**config.mk**
```make
export PLATFORM = sky130hd
export DESIGN_NAME = vld_top
export DESIGN_NICKNAME = d
export VERILOG_FILES = /design/src/rtl/vld_pkg.sv /design/src/rtl/vld_ctrl.sv /design/src/rtl/vld_dpath.sv /design/src/rtl/vld_top.sv
export SDC_FILE = /design/constraint.sdc
export NUM_CORES = 1
export LEC_CHECK = 0
export ABC_AREA = 1
export BUFFER_PORTS_ARGS = -buffer_cell sky130_fd_sc_hd__buf_2
export CAP_MARGIN = 20
export CORE_UTILIZATION = 34
export DETAILED_ROUTE_END_ITERATION = 12
export PLACE_DENSITY = 0.88
export SLEW_MARGIN = 10
export SYNTH_ARGS = -nofsm -noshare
export SYNTH_HDL_FRONTEND = slang
export SYNTH_SLANG_ARGS = --single-unit
```
**constraint.sdc**
```tcl
create_clock -name vclk -period 1.75
set_input_delay 0.0875 -clock vclk [all_inputs]
set_output_delay 0.0875 -clock vclk [all_outputs]
set_load 0.05 [all_outputs]
```
**src/rtl/vld_pkg.sv**
```systemverilog
package vld_pkg;
  localparam int BYTE_W = 8;
  localparam int NIB_W  = 4;

  localparam logic [NIB_W-1:0] OP_HALT  = 4'h0;
  localparam logic [NIB_W-1:0] OP_NOP   = 4'h1;
  localparam logic [NIB_W-1:0] OP_CMOV  = 4'h2;
  localparam logic [NIB_W-1:0] OP_IMM   = 4'h3;
  localparam logic [NIB_W-1:0] OP_STORE = 4'h4;
  localparam logic [NIB_W-1:0] OP_LOAD  = 4'h5;
  localparam logic [NIB_W-1:0] OP_ALU   = 4'h6;
  localparam logic [NIB_W-1:0] OP_JUMP  = 4'h7;
  localparam logic [NIB_W-1:0] OP_CALL  = 4'h8;
  localparam logic [NIB_W-1:0] OP_RET   = 4'h9;
  localparam logic [NIB_W-1:0] OP_PUSH  = 4'hA;
  localparam logic [NIB_W-1:0] OP_POP   = 4'hB;

  localparam logic [NIB_W-1:0] NO_REG   = 4'hF;
  localparam logic [NIB_W-1:0] ALU_FUN_MAX  = 4'd3;
  localparam logic [NIB_W-1:0] COND_FUN_MAX = 4'd6;

  typedef enum logic [2:0] {
    ST_AOK = 3'd1,
    ST_HLT = 3'd2,
    ST_ADR = 3'd3,
    ST_INS = 3'd4
  } stat_e;

  typedef enum logic [1:0] {
    LC_ONE   = 2'd0,
    LC_REG   = 2'd1,
    LC_DEST  = 2'd2,
    LC_FULL  = 2'd3
  } len_class_e;

  typedef struct packed {
    logic       hasRegs;
    logic       constAt1;
    logic       constAt2;
    len_class_e lenClass;
  } dec_strobe_t;
endpackage

```
**src/rtl/vld_ctrl.sv**
```systemverilog
module vld_ctrl
  import vld_pkg::*;
(
  input  logic [NIB_W-1:0] opCode,
  input  logic [NIB_W-1:0] funCode,
  input  logic             memErr,
  output dec_strobe_t      strobe,
  output stat_e            statOut
);
  logic badEnc;

  always_comb begin
    strobe = '{hasRegs: 1'b0, constAt1: 1'b0, constAt2: 1'b0, lenClass: LC_ONE};
    badEnc = 1'b0;
    case (opCode)
      OP_HALT, OP_NOP, OP_RET: begin
        badEnc = (funCode != '0);
      end
      OP_CMOV: begin
        strobe.hasRegs  = 1'b1;
        strobe.lenClass = LC_REG;
        badEnc = (funCode > COND_FUN_MAX);
      end
      OP_ALU: begin
        strobe.hasRegs  = 1'b1;
        strobe.lenClass = LC_REG;
        badEnc = (funCode > ALU_FUN_MAX);
      end
      OP_PUSH, OP_POP: begin
        strobe.hasRegs  = 1'b1;
        strobe.lenClass = LC_REG;
        badEnc = (funCode != '0);
      end
      OP_IMM, OP_STORE, OP_LOAD: begin
        strobe.hasRegs  = 1'b1;
        strobe.constAt2 = 1'b1;
        strobe.lenClass = LC_FULL;
        badEnc = (funCode != '0);
      end
      OP_JUMP: begin
        strobe.constAt1 = 1'b1;
        strobe.lenClass = LC_DEST;
        badEnc = (funCode > COND_FUN_MAX);
      end
      OP_CALL: begin
        strobe.constAt1 = 1'b1;
        strobe.lenClass = LC_DEST;
        badEnc = (funCode != '0);
      end
      default: begin
        badEnc = 1'b1;
      end
    endcase
  end

  always_comb begin
    if (memErr)               statOut = ST_ADR;
    else if (badEnc)          statOut = ST_INS;
    else if (opCode == OP_HALT) statOut = ST_HLT;
    else                      statOut = ST_AOK;
  end
endmodule

```
**src/rtl/vld_dpath.sv**
```systemverilog
module vld_dpath
  import vld_pkg::*;
#(
  parameter int ADDR_W     = 32,
  parameter int WORD_BYTES = 4,
  localparam int WIN_BYTES = WORD_BYTES + 2,
  localparam int WIN_W     = WIN_BYTES * BYTE_W,
  localparam int WORD_W    = WORD_BYTES * BYTE_W,
  localparam int LEN_W     = $clog2(WIN_BYTES + 1)
)(
  input  logic [ADDR_W-1:0] pc,
  input  logic [WIN_W-1:0]  fetchWin,
  input  dec_strobe_t       strobe,
  output logic [NIB_W-1:0]  opCode,
  output logic [NIB_W-1:0]  funCode,
  output logic [NIB_W-1:0]  regA,
  output logic [NIB_W-1:0]  regB,
  output logic [WORD_W-1:0] constVal,
  output logic [LEN_W-1:0]  instLen,
  output logic [ADDR_W-1:0] nextPc
);
  logic [WORD_W-1:0] wordAt1;
  logic [WORD_W-1:0] wordAt2;

  assign opCode  = fetchWin[BYTE_W-1:NIB_W];
  assign funCode = fetchWin[NIB_W-1:0];

  for (genvar k = 0; k < WORD_BYTES; k++) begin : g_word
    assign wordAt1[k*BYTE_W +: BYTE_W] = fetchWin[(k+1)*BYTE_W +: BYTE_W];
    assign wordAt2[k*BYTE_W +: BYTE_W] = fetchWin[(k+2)*BYTE_W +: BYTE_W];
  end

  always_comb begin
    if (strobe.hasRegs) begin
      regA = fetchWin[2*BYTE_W-1 -: NIB_W];
      regB = fetchWin[BYTE_W+NIB_W-1 -: NIB_W];
    end else begin
      regA = NO_REG;
      regB = NO_REG;
    end
  end

  always_comb begin
    if (strobe.constAt1)      constVal = wordAt1;
    else if (strobe.constAt2) constVal = wordAt2;
    else                      constVal = '0;
  end

  always_comb begin
    case (strobe.lenClass)
      LC_REG:  instLen = LEN_W'(2);
      LC_DEST: instLen = LEN_W'(WORD_BYTES + 1);
      LC_FULL: instLen = LEN_W'(WORD_BYTES + 2);
      default: instLen = LEN_W'(1);
    endcase
  end

  assign nextPc = pc + ADDR_W'(instLen);
endmodule

```
**src/rtl/vld_top.sv**
```systemverilog
module vld_top
  import vld_pkg::*;
#(
  parameter int ADDR_W     = 32,
  parameter int WORD_BYTES = 4,
  localparam int WIN_W     = (WORD_BYTES + 2) * 8,
  localparam int WORD_W    = WORD_BYTES * 8,
  localparam int LEN_W     = $clog2(WORD_BYTES + 3)
)(
  input  logic [ADDR_W-1:0] pc,
  input  logic [WIN_W-1:0]  fetchWin,
  input  logic              memErr,
  output logic [3:0]        opCode,
  output logic [3:0]        funCode,
  output logic [3:0]        regA,
  output logic [3:0]        regB,
  output logic [WORD_W-1:0] constVal,
  output logic [LEN_W-1:0]  instLen,
  output logic [ADDR_W-1:0] nextPc,
  output logic [2:0]        status
);
  dec_strobe_t strobe;
  stat_e       statInt;

  vld_ctrl ctrl_i (
    .opCode  (opCode),
    .funCode (funCode),
    .memErr  (memErr),
    .strobe  (strobe),
    .statOut (statInt)
  );

  vld_dpath #(.ADDR_W(ADDR_W), .WORD_BYTES(WORD_BYTES)) dpath_i (
    .pc       (pc),
    .fetchWin (fetchWin),
    .strobe   (strobe),
    .opCode   (opCode),
    .funCode  (funCode),
    .regA     (regA),
    .regB     (regB),
    .constVal (constVal),
    .instLen  (instLen),
    .nextPc   (nextPc)
  );

  assign status = statInt;
endmodule

```
======== After elaboration in Yosys (flattened, before gate mapping) ========
Index checks and enable logic that the tools add are counted.
cells by class
  order comparisons ....................... 2
  mux-type cells .......................... 13
  reduce and logical (&&, ||, !) cells .... 8
  eq/ne operators ......................... 14
  $add $sub $neg .......................... 1
operators by type and width
  kind                                                number
  2-to-1 mux 32 bit                                   2
  adder 32 x 3 -> 32 bit                              1
  == test 4 x 3 -> 1 bit, second input constant       4
  == test 4 bit, second input constant                4
  one-hot mux 3 bit (3 select lines)                  1
  OR reduction 9 bit                                  1
  == test 4 x 2 -> 1 bit, second input constant       2
  2-to-1 mux 4 bit                                    2
  OR reduction 7 bit                                  1
  2-to-1 mux 3 bit                                    2
  one-hot mux 2 bit (3 select lines)                  1
  == test 2 bit, second input constant                2
  == test 4 x 1 -> 1 bit, second input constant       1
  > comparator 4 x 2 -> 1 bit, second input constant  1
  > comparator 4 x 3 -> 1 bit, second input constant  1
  logical NOT 4 bit                                   1
  nonzero test 4 bit                                  1
  OR reduction 2 bit                                  2
  OR reduction 4 bit                                  1
  2-to-1 mux 1 bit                                    3
  one-hot mux 1 bit (3 select lines)                  1
  OR reduction 3 bit                                  1
  == test 2 x 1 -> 1 bit, second input constant       1
  2-to-1 mux 2 bit                                    1
word-level totals
  bits in registers ....................... 0
  input port bits ......................... 81
  output and inout bits ................... 86
  logic and storage cells ................. 38

======== Logic depth before layout (Yosys ltp) ========
  depth in word-level cells ............... 6
  gate-level depth with buffers ........... 15
  depth with buffers taken out ............ 15

======== Cells and area by module ========
Synthesis repeated with hierarchy kept, for this count alone.
second synthesis, totals
  cells, all modules ...................... 349
  area total of the unflattened synthesis .. 1689.1 um2
by module, submodules not included
  module     area an instance (um2)  cells each  times used  seq. area each (um2)
  vld_dpath  1485.2                  304         1           0.0
  vld_ctrl   203.9                   45          1           0.0

======== Least setup slack after synthesis ========
OpenSTA, ideal clock, no wires.
  path type ............................... input -> output
  start point ............................. input fetchWin[7]
  end point ............................... output nextPc[14]
  cell stages on the path ................. 11
  required time ........................... 1.662 ns
  arrival time ............................ 3.252 ns
  path slack .............................. -1.589 ns
  buffers on the path ..................... 0
  cell sequence ........................... inv_1 > nand2_2 > o22ai_2 > inv_1 > fa_1 > inv_1 > nand3_1 > nand2_1 > nand2_1 > nor2_1 > xor2_1
on the way
  word-level cells in the longest chain between the ends .. 6
  elaborated cells between the ends (all ways) .. 18
RTL lines
  element                                                     RTL line         text
  start: declaration                                          vld_top.sv:11    input logic [WIN_W-1:0] fetchWin,
  == test 4 x 2 -> 1 bit, or another cell as far along        vld_ctrl.sv:15   case (opCode)
  OR reduction 4 bit (no line), or another cell as far along  -
  one-hot mux 2 bit (3 select lines) *                        vld_ctrl.sv:15
  == test 2 bit or == test 2 x 1 -> 1 bit (tied branches)     vld_dpath.sv:50  case (strobe.lenClass)
  one-hot mux 3 bit (3 select lines) *                        vld_dpath.sv:50
  via instLen[1]                                              vld_top.sv:18    output logic [LEN_W-1:0] instLen,
  adder 32 x 3 -> 32 bit *                                    vld_dpath.sv:58  assign nextPc = pc + ADDR_W'(instLen);
  end: declaration                                            vld_top.sv:19    output logic [ADDR_W-1:0] nextPc,
Mark *: on every way through the listed nets, which the timed path passes. The rest lies on a longest branch.

======== Worst setup path after layout ========
  start point ............................. input fetchWin[7]
  end point ............................... output nextPc[25]
on the way
  word-level cells in the longest chain between the ends .. 6
  elaborated cells between the ends (all ways) .. 18
RTL lines
  element                                                     RTL line
  == test 4 x 2 -> 1 bit, or another cell as far along        vld_ctrl.sv:15
  OR reduction 4 bit (no line), or another cell as far along  -
  one-hot mux 2 bit (3 select lines) *                        vld_ctrl.sv:15
  == test 2 bit or == test 2 x 1 -> 1 bit (tied branches)     vld_dpath.sv:50
  one-hot mux 3 bit (3 select lines) *                        vld_dpath.sv:50
  adder 32 x 3 -> 32 bit *                                    vld_dpath.sv:58
Every way passes the cells marked *; elsewhere a longest branch is shown, timed or not.

==> impl_results.md <==
- First-pass GRT wire length: 12900 um
- Req. time, crit path: 1.66 ns
- CP bufs+invs: 5
- CP startpoint kind: primary input
- Status: complete, but fails checks
- GRT Total Usage: 0.3166
- Initial DRC Count: 391
- Ports: 167
- Crit path to: nextPc[25]
- Max Cap Viol: 0
- Mapped Cells: 339
- Pwr dens: 378.0 nW/um2
- Clock buffers: 0
- Seq_cells: 0
- Post-synthesis sequential area ratio: 0
- Routability congestion estimate: 0.9862
- Crit path depth: 15
- Fmax: 0.4782 GHz
- Die ar.: 4985 um2
- Fin worst setup slack: -0.3412 ns
- Synth area leader: nand2_1
- Initial antenna violation count: 0
- Crit-path cells: buf_8 -> buf_4 -> buf_6 -> nor2_4 -> nand2_4 -> o21ai_4 -> inv_4 -> nand2_4 -> ha_4 -> or2_4 -> nand3_4 -> nor2_4 -> nand3_2 -> nand2_4 -> buf_8
- Growth of design area from synthesis to finish: 136.9%
- WS Path Type: primary input to output port
- Initial core utilization: 0.3601
- Slew margin rel.: 0.8079
- # setup viols final: 30
- Setup TNS: -7.026 ns
- Slew Viols, Final: 0
- Yosys warning count: 0
- Top post-synthesis cells by area: nand2_1 (30%), inv_1 (15%), nor2_1 (13%)
- GR Overflow Total: 0
- Fin area: 3791 um2
- Layout cells sized above 1: 0.5792
- Maximum vdd drop: 301.3 uV
- Crit path from: fetchWin[7]
- Multi-input logic area: 1973 um2
- Dpl cell area: 3196 um2
- Number of I/O port buffers: 167
- Mapped Area: 1600 um2
- Area of the core: 4444 um2
- Cell repeated most along the worst path: nand2_4
- Row count: 24
- Count leader, synth: nand2_1
- Post-Syn Nets: 424
- RSZ-0062 raised after global routing: true
- Slowest CP cell: nor2_4
- Final Cycle Share: 1.195
- Crit path max-delay family: simple AND/OR/NAND/NOR gates
- Ant. Diodes: 0
- Hold crit path type: primary input to output port
- Vias in the first global route: 2887
- CP arrival: 2.00 ns
- Critical Path End Type: output port
- Post-layout util: 0.8530
- Final min period: 2.091 ns
- Avg Cell Area, Syn: 4.721 um2
- Fin. Hold Viols: 0
- Worst-margin pin slew: 0.2870 ns
- Post-DP HPWL: 6309 um
- P_leak: 1.990 nW
- Power Total: 1.433 mW
- # fillers: 262
- Die X: 70.61 um
- Antenna-violating nets left: 0
- Commonest cells in the netlist: nand2_1 (128), inv_1 (62), nor2_1 (54)
- Total Nets Final: 617
- Vias/cell: 5.469
- DRT Pass-1 Iters: 11
- Register area: 0 um2
- Largest stage delay, worst path: 0.27 ns
- Largest net degree at the start of global routing: 33
- Largest fanout on the critical path: 5
- Failing checks: DRC, setup timing
- Chip height: 70.61 um
- Synth top area share: 0.3002
- Post-synthesis cell type count: 22
- Routed WL: 9527 um
- Average wire per standard cell: 16.37 um
- Hold path cells: 2
- DRC Markers: 10
- Total number of vias: 3183
## kinds of logic (layout without fill, tap and decap cells)
| family | count (synthesis) | count (layout) | synth area share |
|---|---|---|---|
| xor+xnor | 13 | 13 | 0.07115 |
| compound gates | 42 | 42 | 0.1658 |
| buf+inv | 76 | 267 | 0.2103 |
| simple gates | 204 | 204 | 0.5168 |
| fa+ha+maj | 4 | 4 | 0.03597 |
## placed cells by master (no fill, tap or decap), types with 12 or more instances in the layout
master      n
nand3b_1   12
nor2_1     42
buf_6      24
inv_1      49
buf_8      17
nand2_2    21
o22ai_1    24
o21ai_0    12
nor2_4     12
nand2_1    80
nand2_4    25
buf_2     132
buf_4      26
## report_power, final
part	internal, mW	switching [mW]
clock	0	0
combinational	0.492	0.942
sequential	0	0
## worst min path at each step
stage                      startpoint    endpoint  slack (ns)
final                     fetchWin[2]  funCode[2]        0.48
after detailed placement  fetchWin[3]  funCode[3]        0.48
after floorplan                pc[11]  nextPc[11]        0.29
after global placement    fetchWin[2]  funCode[2]        0.48
after global routing      fetchWin[3]  funCode[3]        0.49
after CTS                 fetchWin[2]  funCode[2]        0.48
## layout make-up
class                      count  area share
inverter                      63     0.07162
multi-input combinational    263      0.5205
tap                           52     0.01716
timing repair buffer         204      0.3908
## metal layers
metal / vias to the layer above / part of all wire / track usage
li1: 1426 / - / -
met1: 1452 / 0.36 / 0.3876
met2: 256 / 0.50 / 0.5944
met3: 49 / 0.10 / 0.02137
met4: 0 / 0.037 / 0.09333
met5: - / 0 / 0
## repair_timing
| item | CTS | global route |
|---|---|---|
| setup endpoints to repair | 31 | 31 |
| pin swaps | 30 | 28 |
| hold buffers | 0 | 0 |
| gates resized for setup | 110 | 36 |
| setup buffers | 8 | 5 |
## through the flow
stage          std cells  setup WS [ns]  hold WS [ns]
2_1_floorplan        339        -0.9016        0.2901
3_3_place_gp         570        -0.4161        0.4779
3_5_place_dp         570        -0.5039        0.4794
4_1_cts              578        -0.2832        0.4794
5_1_grt              582        -0.4079        0.4861
6_report             582        -0.3412        0.4849
Note: power is estimated with default switching activity, not from simulation.
